`config.mk`:
```
export PLATFORM = sky130hd
export DESIGN_NAME = dual_bank_i2c_target
export DESIGN_NICKNAME = d
export VERILOG_FILES = /design/src/rtl/i2c_tgt_pkg.sv /design/src/rtl/i2c_line_sync.sv /design/src/rtl/i2c_reg_bank.sv /design/src/rtl/dual_bank_i2c_target.sv
export SDC_FILE = /design/constraint.sdc
export NUM_CORES = 1
export LEC_CHECK = 0
export BUFFER_PORTS_ARGS = -buffer_cell sky130_fd_sc_hd__buf_4
export CORE_UTILIZATION = 65
export CTS_CLUSTER_SIZE = 14
export DETAILED_ROUTE_END_ITERATION = 7
export PLACE_DENSITY_LB_ADDON = 0.12
export SYNTH_ARGS = -nofsm -noshare
export SYNTH_HDL_FRONTEND = slang
export SYNTH_SLANG_ARGS = --single-unit
```
`constraint.sdc`:
```
create_clock -name clk -period 4.4 [get_ports clk]
set_input_delay 0.44 -clock clk [delete_from_list [all_inputs] [get_ports clk]]
set_output_delay 0.44 -clock clk [all_outputs]
set_load 0.005 [all_outputs]
```
`src/rtl/i2c_tgt_pkg.sv`:
```
package i2c_tgt_pkg;

   localparam int NBANK = 2;

   typedef enum logic [2:0] {
      ST_IDLE,
      ST_ADDR,
      ST_SUB,
      ST_WDATA,
      ST_RDATA
   } tgt_state_e;

endpackage

```
`src/rtl/i2c_line_sync.sv`:
```
module i2c_line_sync #(
   parameter int STAGES = 2
) (
   input  logic clk,
   input  logic rst_n,
   input  logic line_i,
   output logic line_o,
   output logic rise_o,
   output logic fall_o
);

   if (STAGES < 2) begin : g_bad_stages
      $error("i2c_line_sync: STAGES must be at least 2");
   end

   logic [STAGES:0] pipe;

   always_ff @(posedge clk or negedge rst_n) begin
      if (!rst_n) pipe <= '1;
      else        pipe <= {pipe[STAGES-1:0], line_i};
   end

   assign line_o = pipe[STAGES-1];
   assign rise_o = pipe[STAGES-1] & ~pipe[STAGES];
   assign fall_o = ~pipe[STAGES-1] & pipe[STAGES];

endmodule

```
`src/rtl/i2c_reg_bank.sv`:
```
module i2c_reg_bank #(
   parameter int DEPTH = 16,
   parameter int DW    = 8,
   localparam int AW   = $clog2(DEPTH)
) (
   input  logic          clk,
   input  logic          rst_n,
   input  logic          bus_we,
   input  logic [AW-1:0] bus_addr,
   input  logic [DW-1:0] bus_wdata,
   output logic [DW-1:0] bus_rdata,
   input  logic          host_we,
   input  logic [AW-1:0] host_addr,
   input  logic [DW-1:0] host_wdata,
   output logic [DW-1:0] host_rdata
);

   if ((1 << AW) != DEPTH) begin : g_bad_depth
      $error("i2c_reg_bank: DEPTH must be a power of two");
   end

   logic [DW-1:0] mem [DEPTH];

   always_ff @(posedge clk or negedge rst_n) begin
      if (!rst_n) begin
         for (int i = 0; i < DEPTH; i++) mem[i] <= '0;
      end else begin
         for (int i = 0; i < DEPTH; i++) begin
            if (bus_we && bus_addr == AW'(i))        mem[i] <= bus_wdata;
            else if (host_we && host_addr == AW'(i)) mem[i] <= host_wdata;
         end
      end
   end

   assign bus_rdata  = mem[bus_addr];
   assign host_rdata = mem[host_addr];


   bus_priority_chk: assert property (@(posedge clk) disable iff (!rst_n)
      bus_we |=> mem[$past(bus_addr)] == $past(bus_wdata));

endmodule

```
`src/rtl/dual_bank_i2c_target.sv`:
```
module dual_bank_i2c_target
   import i2c_tgt_pkg::*;
#(
   parameter logic [6:0] ADDR_A      = 7'h1D,
   parameter logic [6:0] ADDR_B      = 7'h1E,
   parameter int         DEPTH       = 16,
   parameter int         DW          = 8,
   parameter int         SYNC_STAGES = 2,
   localparam int        AW          = $clog2(DEPTH)
) (
   input  logic          clk,
   input  logic          rst_n,
   input  logic          scl_i,
   input  logic          sda_i,
   output logic          scl_oe,
   output logic          sda_oe,
   input  logic          not_ready,
   input  logic          hp_we,
   input  logic          hp_bank,
   input  logic [AW-1:0] hp_addr,
   input  logic [DW-1:0] hp_wdata,
   output logic [DW-1:0] hp_rdata
);

   if (DW != 8) begin : g_bad_dw
      $error("dual_bank_i2c_target: bytes on the bus are 8 bits");
   end
   if (ADDR_A == ADDR_B) begin : g_bad_addr
      $error("dual_bank_i2c_target: the two addresses must differ");
   end

   localparam logic [NBANK*7-1:0] BANK_IDS = {ADDR_B, ADDR_A};

   // line conditioning
   logic scl_s, scl_rise, scl_fall;
   logic sda_s, sda_rise, sda_fall;

   i2c_line_sync #(.STAGES(SYNC_STAGES)) u_scl_sync (
      .clk(clk), .rst_n(rst_n), .line_i(scl_i),
      .line_o(scl_s), .rise_o(scl_rise), .fall_o(scl_fall));

   i2c_line_sync #(.STAGES(SYNC_STAGES)) u_sda_sync (
      .clk(clk), .rst_n(rst_n), .line_i(sda_i),
      .line_o(sda_s), .rise_o(sda_rise), .fall_o(sda_fall));

   logic start_det, stop_det;
   assign start_det = sda_fall & scl_s;
   assign stop_det  = sda_rise & scl_s;

   // engine state
   tgt_state_e    state;
   logic [3:0]    bitcnt;
   logic          in_ack;
   logic [7:0]    shreg;
   logic [7:0]    txreg;
   logic          sel_bank;
   logic          rd_dir;
   logic          mack;
   logic [AW-1:0] ptr;
   logic          hold;
   logic          scl_oe_q;
   logic          sda_oe_q;

   // address decode, one comparator per bank
   logic [NBANK-1:0] hit;
   for (genvar b = 0; b < NBANK; b++) begin : g_match
      assign hit[b] = (shreg[7:1] == BANK_IDS[b*7 +: 7]);
   end

   // register banks
   logic [NBANK-1:0] bus_we, host_we;
   logic [DW-1:0]    bus_rd  [NBANK];
   logic [DW-1:0]    host_rd [NBANK];
   logic             wr_commit;

   for (genvar b = 0; b < NBANK; b++) begin : g_bank
      assign bus_we[b]  = wr_commit && (sel_bank == 1'(b));
      assign host_we[b] = hp_we && (hp_bank == 1'(b));
      i2c_reg_bank #(.DEPTH(DEPTH), .DW(DW)) u_bank (
         .clk(clk), .rst_n(rst_n),
         .bus_we(bus_we[b]), .bus_addr(ptr), .bus_wdata(shreg),
         .bus_rdata(bus_rd[b]),
         .host_we(host_we[b]), .host_addr(hp_addr), .host_wdata(hp_wdata),
         .host_rdata(host_rd[b]));
   end

   logic [7:0] cur_rd;
   assign cur_rd   = bus_rd[sel_bank];
   assign hp_rdata = host_rd[hp_bank];

   // back-end dependency and the event that advances the engine while SCL is low
   logic byte_full, need_be, ev;
   assign byte_full = !in_ack && (bitcnt == 4'd8);
   assign need_be   = (state == ST_WDATA && byte_full) ||
                      (in_ack && ((state == ST_ADDR && rd_dir) ||
                                  (state == ST_RDATA && mack)));
   assign ev        = (scl_fall && !(need_be && not_ready)) || (hold && !not_ready);
   assign wr_commit = ev && state == ST_WDATA && byte_full;

   always_ff @(posedge clk or negedge rst_n) begin
      if (!rst_n) begin
         hold     <= 1'b0;
         scl_oe_q <= 1'b0;
      end else begin
         scl_oe_q <= hold;
         if (start_det || stop_det)                 hold <= 1'b0;
         else if (scl_fall && need_be && not_ready) hold <= 1'b1;
         else if (hold && !not_ready)               hold <= 1'b0;
      end
   end

   always_ff @(posedge clk or negedge rst_n) begin
      if (!rst_n) begin
         state    <= ST_IDLE;
         bitcnt   <= '0;
         in_ack   <= 1'b0;
         shreg    <= '0;
         txreg    <= '0;
         sel_bank <= 1'b0;
         rd_dir   <= 1'b0;
         mack     <= 1'b0;
         ptr      <= '0;
         sda_oe_q <= 1'b0;
      end else if (start_det) begin
         state    <= ST_ADDR;
         bitcnt   <= '0;
         in_ack   <= 1'b0;
         sda_oe_q <= 1'b0;
      end else if (stop_det) begin
         state    <= ST_IDLE;
         bitcnt   <= '0;
         in_ack   <= 1'b0;
         sda_oe_q <= 1'b0;
      end else begin
         unique case (state)
            ST_IDLE: ;
            ST_ADDR, ST_SUB, ST_WDATA: begin
               if (scl_rise && !in_ack && bitcnt < 4'd8) begin
                  shreg  <= {shreg[6:0], sda_s};
                  bitcnt <= bitcnt + 4'd1;
               end
               if (ev && byte_full) begin
                  if (state == ST_ADDR) begin
                     if ((|hit) && !not_ready) begin
                        sda_oe_q <= 1'b1;
                        in_ack   <= 1'b1;
                        sel_bank <= hit[1];
                        rd_dir   <= shreg[0];
                     end else begin
                        state <= ST_IDLE;
                     end
                  end else begin
                     if (state == ST_SUB) ptr <= shreg[AW-1:0];
                     else                 ptr <= ptr + 1'b1;
                     sda_oe_q <= 1'b1;
                     in_ack   <= 1'b1;
                  end
               end else if (ev && in_ack) begin
                  in_ack <= 1'b0;
                  bitcnt <= '0;
                  if (state == ST_ADDR && rd_dir) begin
                     state    <= ST_RDATA;
                     txreg    <= {cur_rd[6:0], 1'b0};
                     sda_oe_q <= ~cur_rd[7];
                     bitcnt   <= 4'd1;
                     ptr      <= ptr + 1'b1;
                  end else begin
                     state    <= (state == ST_ADDR) ? ST_SUB : ST_WDATA;
                     sda_oe_q <= 1'b0;
                  end
               end
            end
            ST_RDATA: begin
               if (scl_rise && in_ack) mack <= ~sda_s;
               if (ev) begin
                  if (!in_ack && bitcnt < 4'd8) begin
                     sda_oe_q <= ~txreg[7];
                     txreg    <= {txreg[6:0], 1'b0};
                     bitcnt   <= bitcnt + 4'd1;
                  end else if (byte_full) begin
                     sda_oe_q <= 1'b0;
                     in_ack   <= 1'b1;
                  end else if (mack) begin
                     in_ack   <= 1'b0;
                     txreg    <= {cur_rd[6:0], 1'b0};
                     sda_oe_q <= ~cur_rd[7];
                     bitcnt   <= 4'd1;
                     ptr      <= ptr + 1'b1;
                  end else begin
                     state    <= ST_IDLE;
                     in_ack   <= 1'b0;
                     sda_oe_q <= 1'b0;
                  end
               end
            end
            default: state <= ST_IDLE;
         endcase
      end
   end

   assign scl_oe = scl_oe_q;
   assign sda_oe = sda_oe_q;


   start_restart_chk: assert property (@(posedge clk) disable iff (!rst_n)
      start_det |=> (state == ST_ADDR && bitcnt == 4'd0 && !sda_oe_q));


   stop_idle_chk: assert property (@(posedge clk) disable iff (!rst_n)
      stop_det |=> state == ST_IDLE);


   stretch_cause_chk: assert property (@(posedge clk) disable iff (!rst_n)
      scl_oe_q |-> $past(not_ready, 2));


   idle_quiet_chk: assert property (@(posedge clk) disable iff (!rst_n)
      state == ST_IDLE |-> !sda_oe_q);


   sda_change_low_chk: assert property (@(posedge clk) disable iff (!rst_n)
      (!$stable(sda_oe_q) && !$past(start_det) && !$past(stop_det)) |-> !$past(scl_s));

endmodule

```
Word-level counts from Yosys, hierarchy flattened
Cells that the tools add are included.

Register bits: 296. Logic and storage cells: 423. Output and inout bits: 10. Input port bits: 19.

$lt $le $gt $ge: 5. Add/subtract/negate cells: 2. Equal/unequal tests: 60. Reduce and logical (&&, ||, !) cells: 143. Bitwise operators: 20. Multiplexer cells: 147.

Operator list (number): 8-bit two-way mux (85); 8-bit binary-select mux with 4-bit select (4); 1-bit logical AND (87); 4-bit two-way mux (18); 4-bit equality test, second input constant (17); 2-bit nonzero test (33); 3-bit two-way mux (11); 4-bit by 3-bit equality test with 1-bit output, second input constant (8); 1-bit two-way mux (23); 4-bit by 2-bit equality test with 1-bit output, second input constant (4); 4-bit inequality test, second input constant (4); 4-bit one-hot mux with 2 select lines (2); 8-bit one-hot mux with 2 select lines (1); 4-bit AND reduction (4); 5-bit inequality test, second input constant (3); 7-bit by 5-bit equality test with 1-bit output, second input constant (2); 2-bit inequality test, second input constant (7); 3-bit inequality test, second input constant (4); 5-bit greater-or-equal comparator, second input constant (2); 5-bit by 4-bit inequality test with 1-bit output, second input constant (2); 1-bit inverter (10); 4-bit inverter with 5-bit output (2); 10-bit AND reduction (1); 3-bit one-hot mux with 3 select lines (1); 24 further kinds (42).

Depth between registers and ports, before layout
Depth after elaboration: 15. Depth in mapped cells: 10. Mapped depth without buffers: 8.

Hierarchy
From an unflattened synthesis, not the netlist that was laid out.

Cells, all modules: 2174. Area total of the unflattened synthesis: 19827.8 um^2.

Modules (own cells, without submodules): i2c_reg_bank (cells each 956, sequential area each 3203.1 um^2, area each 8649.5 um^2, times used 2); dual_bank_i2c_target (cells each 252, sequential area each 825.8 um^2, area each 2341.0 um^2, times used 1); i2c_line_sync (cells each 5, sequential area each 78.8 um^2, area each 93.8 um^2, times used 2).

Worst setup path after synthesis
OpenSTA, ideal clock, no wires.

Path type: input port to output port. From: in hp_addr[0]. To: out hp_rdata[7]. Data required time: 3960 ps. Path slack: 1880 ps. Path buffers: 2. Cell stages on the path: 5. Data arrival time: 2080 ps. Cells stage by stage: buf_6 buf_2 mux4_2 mux4_2 mux2_2.

Cells in the longest elaborated chain, start to end: 7. Elaborated cells on any way between the ends: 10. Those cells by class: mux: 9; bitwise: 1.

RTL lines: from (decl) (RTL line dual_bank_i2c_target.sv:20) `input logic [AW-1:0] hp_addr,`; 4-bit inverter with 5-bit output (implied by the code) * (RTL line i2c_reg_bank.sv:36) `assign host_rdata = mem[host_addr];`; 8-bit binary-select mux with 4-bit select (RTL line i2c_reg_bank.sv:36); 8-bit two-way mux (implied by the code) (2 in series) (RTL line i2c_reg_bank.sv:36); 8-bit two-way mux (implied by the code) * (3 in series) (RTL line dual_bank_i2c_target.sv:89) `assign hp_rdata = host_rd[hp_bank];`; to (decl) (RTL line dual_bank_i2c_target.sv:22) `output logic [DW-1:0] hp_rdata`.

Mark *: on every way between the ends. The rest lies on a longest branch, timed or not. The select of a mux whose other input is x is not followed.

Worst setup path in the final report
From: in hp_addr[0]. To: out hp_rdata[6].

Same word-level chain as after synthesis.

==> report_table.html <==
<table>
<tr><th>Metric</th><th>Value</th></tr>
<tr><th colspan="2">Die</th></tr>
<tr><td>Rows</td><td>61</td></tr>
<tr><td>Core region area</td><td>27800 µm²</td></tr>
<tr><td>Die area</td><td>28900 µm²</td></tr>
<tr><td>Vertical die dimension</td><td>170 µm</td></tr>
<tr><td>Effective utilization at floorplan</td><td>0.661</td></tr>
<tr><td>Top Ports</td><td>29</td></tr>
<tr><td>Die X-Extent</td><td>170 µm</td></tr>
<tr><th colspan="2">Synthesis</th></tr>
<tr><td>Post-synthesis mux area share</td><td>0.347</td></tr>
<tr><td>Combinational family with the most area after synthesis</td><td>multiplexers</td></tr>
<tr><td>Primary flip-flop cell chosen by synthesis mapping</td><td>sky130_fd_sc_hd__dfrtp_1</td></tr>
<tr><td>Warning count from the yosys run</td><td>0</td></tr>
<tr><td>Per-instance average area after synthesis</td><td>10.8 µm²</td></tr>
<tr><td>Adder-Cell Fraction of Synth Area</td><td>0.00409</td></tr>
<tr><td>Number of flops mapped to enable cells by yosys</td><td>0</td></tr>
<tr><td>Synthesized net count</td><td>1717</td></tr>
<tr><td>Post-Synth XOR/XNOR Area</td><td>0.000955</td></tr>
<tr><td>Unique masters post-synth</td><td>62</td></tr>
<tr><td>Synthesized-area fraction occupied by and/or/nand/nor cells</td><td>0.107</td></tr>
<tr><td>Gate count of the mapped netlist</td><td>1692</td></tr>
<tr><td>Total standard cell area after synthesis</td><td>18400 µm²</td></tr>
<tr><td>Synth Register Bits</td><td>295</td></tr>
<tr><td>Ys async rst share</td><td>1.00</td></tr>
<tr><td>Compound-cell area share of the yosys netlist</td><td>0.0977</td></tr>
<tr><td>Sequential area share after synthesis</td><td>0.403</td></tr>
<tr><th colspan="2">Setup path</th></tr>
<tr><td>CP max FO</td><td>31</td></tr>
<tr><td>Critical-path cell with the highest stage delay</td><td>sky130_fd_sc_hd__mux4_2</td></tr>
<tr><td>Element type at the critical path start</td><td>primary input</td></tr>
<tr><td>Series of cell instances along the critical path</td><td>buf_4, buf_12, mux4_2, mux4_2, mux2_2, buf_4</td></tr>
<tr><td>Setup crit end kind</td><td>output pin</td></tr>
<tr><td>Endpoint required time on the critical path</td><td>3960 ps</td></tr>
<tr><td>Critical path's top delay family</td><td>multiplexers</td></tr>
<tr><td>Buffering stage count on the worst path with inverters included</td><td>3</td></tr>
<tr><td>Max incr delay on CP</td><td>540 ps</td></tr>
<tr><td>Number of cells on the critical path</td><td>6</td></tr>
<tr><td>Worst setup path category</td><td>in -&gt; out</td></tr>
<tr><td>Data arrival, critical path</td><td>2810 ps</td></tr>
<tr><td>R2r worst-path depth</td><td>6</td></tr>
<tr><th colspan="2">Final layout</th></tr>
<tr><td>Layout cells sized above 1</td><td>0.187</td></tr>
<tr><td>Register area</td><td>7400 µm²</td></tr>
<tr><td>Number of inserted diodes</td><td>0</td></tr>
<tr><td>Layout Nets</td><td>1643</td></tr>
<tr><td>Area growth, synth to finish</td><td>6.77%</td></tr>
<tr><td>Area occupied by multi-input gates</td><td>10200 µm²</td></tr>
<tr><td>Filler instances</td><td>2058</td></tr>
<tr><th colspan="2">Placement</th></tr>
<tr><td>Final RePlAce weighted congestion</td><td>0.963</td></tr>
<tr><td>Final HPWL from detailed placement</td><td>36100 µm</td></tr>
<tr><td>Port buffer count</td><td>28</td></tr>
<tr><th colspan="2">Power</th></tr>
<tr><td>Combinational Power Share</td><td>0.320</td></tr>
<tr><td>Clock network power share</td><td>0.274</td></tr>
<tr><td>Static Leakage</td><td>9.25 nW</td></tr>
<tr><td>Maximum VDD drop</td><td>413 µV</td></tr>
<tr><td>Switching power as a share of total power</td><td>0.352</td></tr>
<tr><td>Sequential group share of total power</td><td>0.406</td></tr>
<tr><td>Internal Pwr Total</td><td>6.58 mW</td></tr>
<tr><td>Switching power</td><td>3.58 mW</td></tr>
<tr><td>Power density normalized to cell area</td><td>518 nW/µm²</td></tr>
<tr><th colspan="2">Detailed routing</th></tr>
<tr><td>DR iter-0 viols</td><td>1887</td></tr>
<tr><td>Length of the first detailed-routing pass in iterations</td><td>5</td></tr>
<tr><td>Number of vias per cell after detailed routing</td><td>6.89</td></tr>
<tr><td>Residual antenna-violating net count after detailed routing</td><td>0</td></tr>
<tr><td>Via count of the routed design</td><td>13.9k</td></tr>
<tr><td>Avg WL per Cell</td><td>26.5 µm</td></tr>
<tr><td>DRC Markers</td><td>0</td></tr>
<tr><td>Sum of routed wire length over all layers</td><td>53500 µm</td></tr>
<tr><th colspan="2">Timing</th></tr>
<tr><td>Final worst path period share</td><td>0.739</td></tr>
<tr><td>Max Clock Freq</td><td>308 MHz</td></tr>
<tr><td>Slew Limit Headroom</td><td>0.270</td></tr>
<tr><td>Final setup violating endpoints</td><td>0</td></tr>
<tr><td>Final max-slew violation count</td><td>0</td></tr>
<tr><td>Shortest clock period the worst path allows after layout</td><td>3250 ps</td></tr>
<tr><td>Final Hold Violating Endpoints</td><td>14</td></tr>
<tr><td>Setup TNS</td><td>0 ps</td></tr>
<tr><td>Unrepaired setup endpoints after global routing</td><td>no</td></tr>
<tr><td>Smallest hold slack</td><td>-18.4 ps</td></tr>
<tr><td>Skew final</td><td>33.4 ps</td></tr>
<tr><td>Least-Margin Pin Slew</td><td>1090 ps</td></tr>
<tr><th colspan="2">Clocking</th></tr>
<tr><td>Post-CTS Setup Inserts</td><td>0</td></tr>
<tr><td>CTS HTree Levels</td><td>2</td></tr>
<tr><td>Number of clock sinks</td><td>295</td></tr>
<tr><td>Clock insertion delay at the later pin of the skew report</td><td>520 ps</td></tr>
<tr><td>Clock-pin slew on the worst setup and hold paths</td><td>60 ps</td></tr>
<tr><td>Maximum clock path buffer count</td><td>3</td></tr>
<tr><td>TritonCTS clock tree</td><td>built</td></tr>
<tr><td>Root Buffer</td><td>sky130_fd_sc_hd__clkbuf_16</td></tr>
<tr><td>Quantity of gates resized following cts</td><td>0</td></tr>
<tr><td>Quantity of hold-fixing buffers added after cts</td><td>0</td></tr>
<tr><td>CTS Buf Count</td><td>34</td></tr>
<tr><th colspan="2">Worst hold path</th></tr>
<tr><td>Class of the worst hold path</td><td>in -&gt; async</td></tr>
<tr><th colspan="2">GRT</th></tr>
<tr><td>Global router's overall resource usage</td><td>0.386</td></tr>
<tr><td>Global-route wire length before repair</td><td>82500 µm</td></tr>
<tr><td>Initial antenna violation count</td><td>1</td></tr>
<tr><td>Total congestion overflow</td><td>0</td></tr>
<tr><td>Largest net degree at the start of global routing</td><td>121</td></tr>
<tr><td>Via count of the first global-routing pass</td><td>13.2k</td></tr>
<tr><th colspan="2">Status</th></tr>
<tr><td>Outcome</td><td>finished, violations left</td></tr>
<tr><td>Violated checks</td><td>hold timing</td></tr>
<tr><th colspan="2">Flow run</th></tr>
<tr><td>Maximum capacitance violations</td><td>0</td></tr>
</table>
-- placed cells by master (no fill, tap or decap), types with 3 or more instances in the layout --
master,n
sky130_fd_sc_hd__dfrtp_1,284
sky130_fd_sc_hd__nor2_1,273
sky130_fd_sc_hd__a21oi_1,270
sky130_fd_sc_hd__mux2i_1,265
sky130_fd_sc_hd__mux4_2,155
sky130_fd_sc_hd__nand2_1,86
sky130_fd_sc_hd__buf_4,38
sky130_fd_sc_hd__clkbuf_16,35
sky130_fd_sc_hd__mux2_2,20
sky130_fd_sc_hd__nor3_1,17
sky130_fd_sc_hd__nand3_1,17
sky130_fd_sc_hd__inv_1,14
sky130_fd_sc_hd__o21ai_0,14
sky130_fd_sc_hd__o21ai_1,13
sky130_fd_sc_hd__nor2_2,9
sky130_fd_sc_hd__clkbuf_1,9
sky130_fd_sc_hd__nor2b_1,8
sky130_fd_sc_hd__o31ai_1,7
sky130_fd_sc_hd__nand2b_1,6
sky130_fd_sc_hd__ha_1,6
sky130_fd_sc_hd__clkbuf_8,6
sky130_fd_sc_hd__dfstp_2,6
sky130_fd_sc_hd__nand4b_1,5
sky130_fd_sc_hd__clkinv_2,5
sky130_fd_sc_hd__o21a_1,4
sky130_fd_sc_hd__nor3_2,4
sky130_fd_sc_hd__o211ai_1,4
sky130_fd_sc_hd__and3b_1,3
sky130_fd_sc_hd__or3_1,3
sky130_fd_sc_hd__buf_12,3
sky130_fd_sc_hd__dfrtp_2,3
-- power by group through the flow --
stage          clock, mW  sequential [mW]  combinational, mW
2_1_floorplan          0             3.55               2.74
3_3_place_gp           0             4.09               3.11
3_5_place_dp           0             4.11               3.19
4_1_cts             2.80             4.07               3.20
5_1_grt             2.91             4.18               3.45
6_report            2.78             4.12               3.25
-- per-stage QoR --
stage | std cells | worst slack, ps | area (µm²) | power [mW] | utilization
finish | 2021 | 1150 | 19600 | 10.2 | 0.705
global placement | 1960 | 1200 | 18500 | 7.20 | 0.666
floorplan | 1692 | 1880 | 18400 | 6.28 | -
CTS | 2021 | 1170 | 19600 | 10.1 | 0.705
global route | 2021 | 943 | 19600 | 10.5 | 0.705
detailed placement | 1960 | 1180 | 18500 | 7.30 | 0.666
-- synthesized netlist by cell type (all sizes together), types with 7 or more instances --
cell	number	area share
a21oi	271	0.074
mux2	20	0.012
nand2	86	0.018
clkbuf	70	0.014
mux2i	265	0.14
nand3	17	0.0046
nor2b	9	0.0032
buf	82	0.023
dfrtp	289	0.39
o21ai	27	0.0074
inv	15	0.0031
o31ai	7	0.0029
nor3	21	0.0068
nor2	282	0.059
mux4	155	0.19
-- kinds of logic after synthesis --
group / after synthesis
flip-flops: 295
buffers and inverters: 167
XOR/XNOR: 2
AND/OR/NAND/NOR: 451
multiplexers: 440
adder cells (fa/ha/maj): 6
AO/OA/AOI/OAI: 331
-- cell type report --
class	instances	share of cell area
clock inverters	11	0.00492
repair buffers	42	0.0184
flip-flops and latches	295	0.378
multi-input cells	1230	0.521
clock buffers	50	0.0506
well taps	378	0.0241
inverters	15	0.00287
-- per-layer routing --
metal  global-route usage  vias to the layer above  part of all wire
met2                0.548                      913              0.43
met3                0.113                      107              0.13
met4                0.124                        2             0.036
met1                0.573                     6868              0.40
met5               0.0139                        -           0.00092
li1                     -                     6040                 -
-- worst paths after layout --
check / from / to / slack, ps
setup / recovery: hp_addr[0] / hp_rdata[6] / 1150
hold / removal: rst_n / g_bank[1].u_bank.mem[85] / -20
setup reg to reg: ptr[0] / g_bank[0].u_bank.mem[67] / 1180
hold reg to reg: u_sda_sync.pipe[0] / u_sda_sync.pipe[1] / 360
max in group asynchronous: rst_n / u_scl_sync.pipe[1] / 3350
min in group clk: sda_i / u_sda_sync.pipe[0] / 40
-- registers in the layout (all words and copies together) (netlist names), 3 cells and up --
name and cells:
txreg 7, ptr 4, u_sda_sync.pipe 3, bitcnt 4, u_scl_sync.pipe 3, state 3, g_bank.u_bank.mem 256, shreg 8
(Power assumes the default switching activity.)
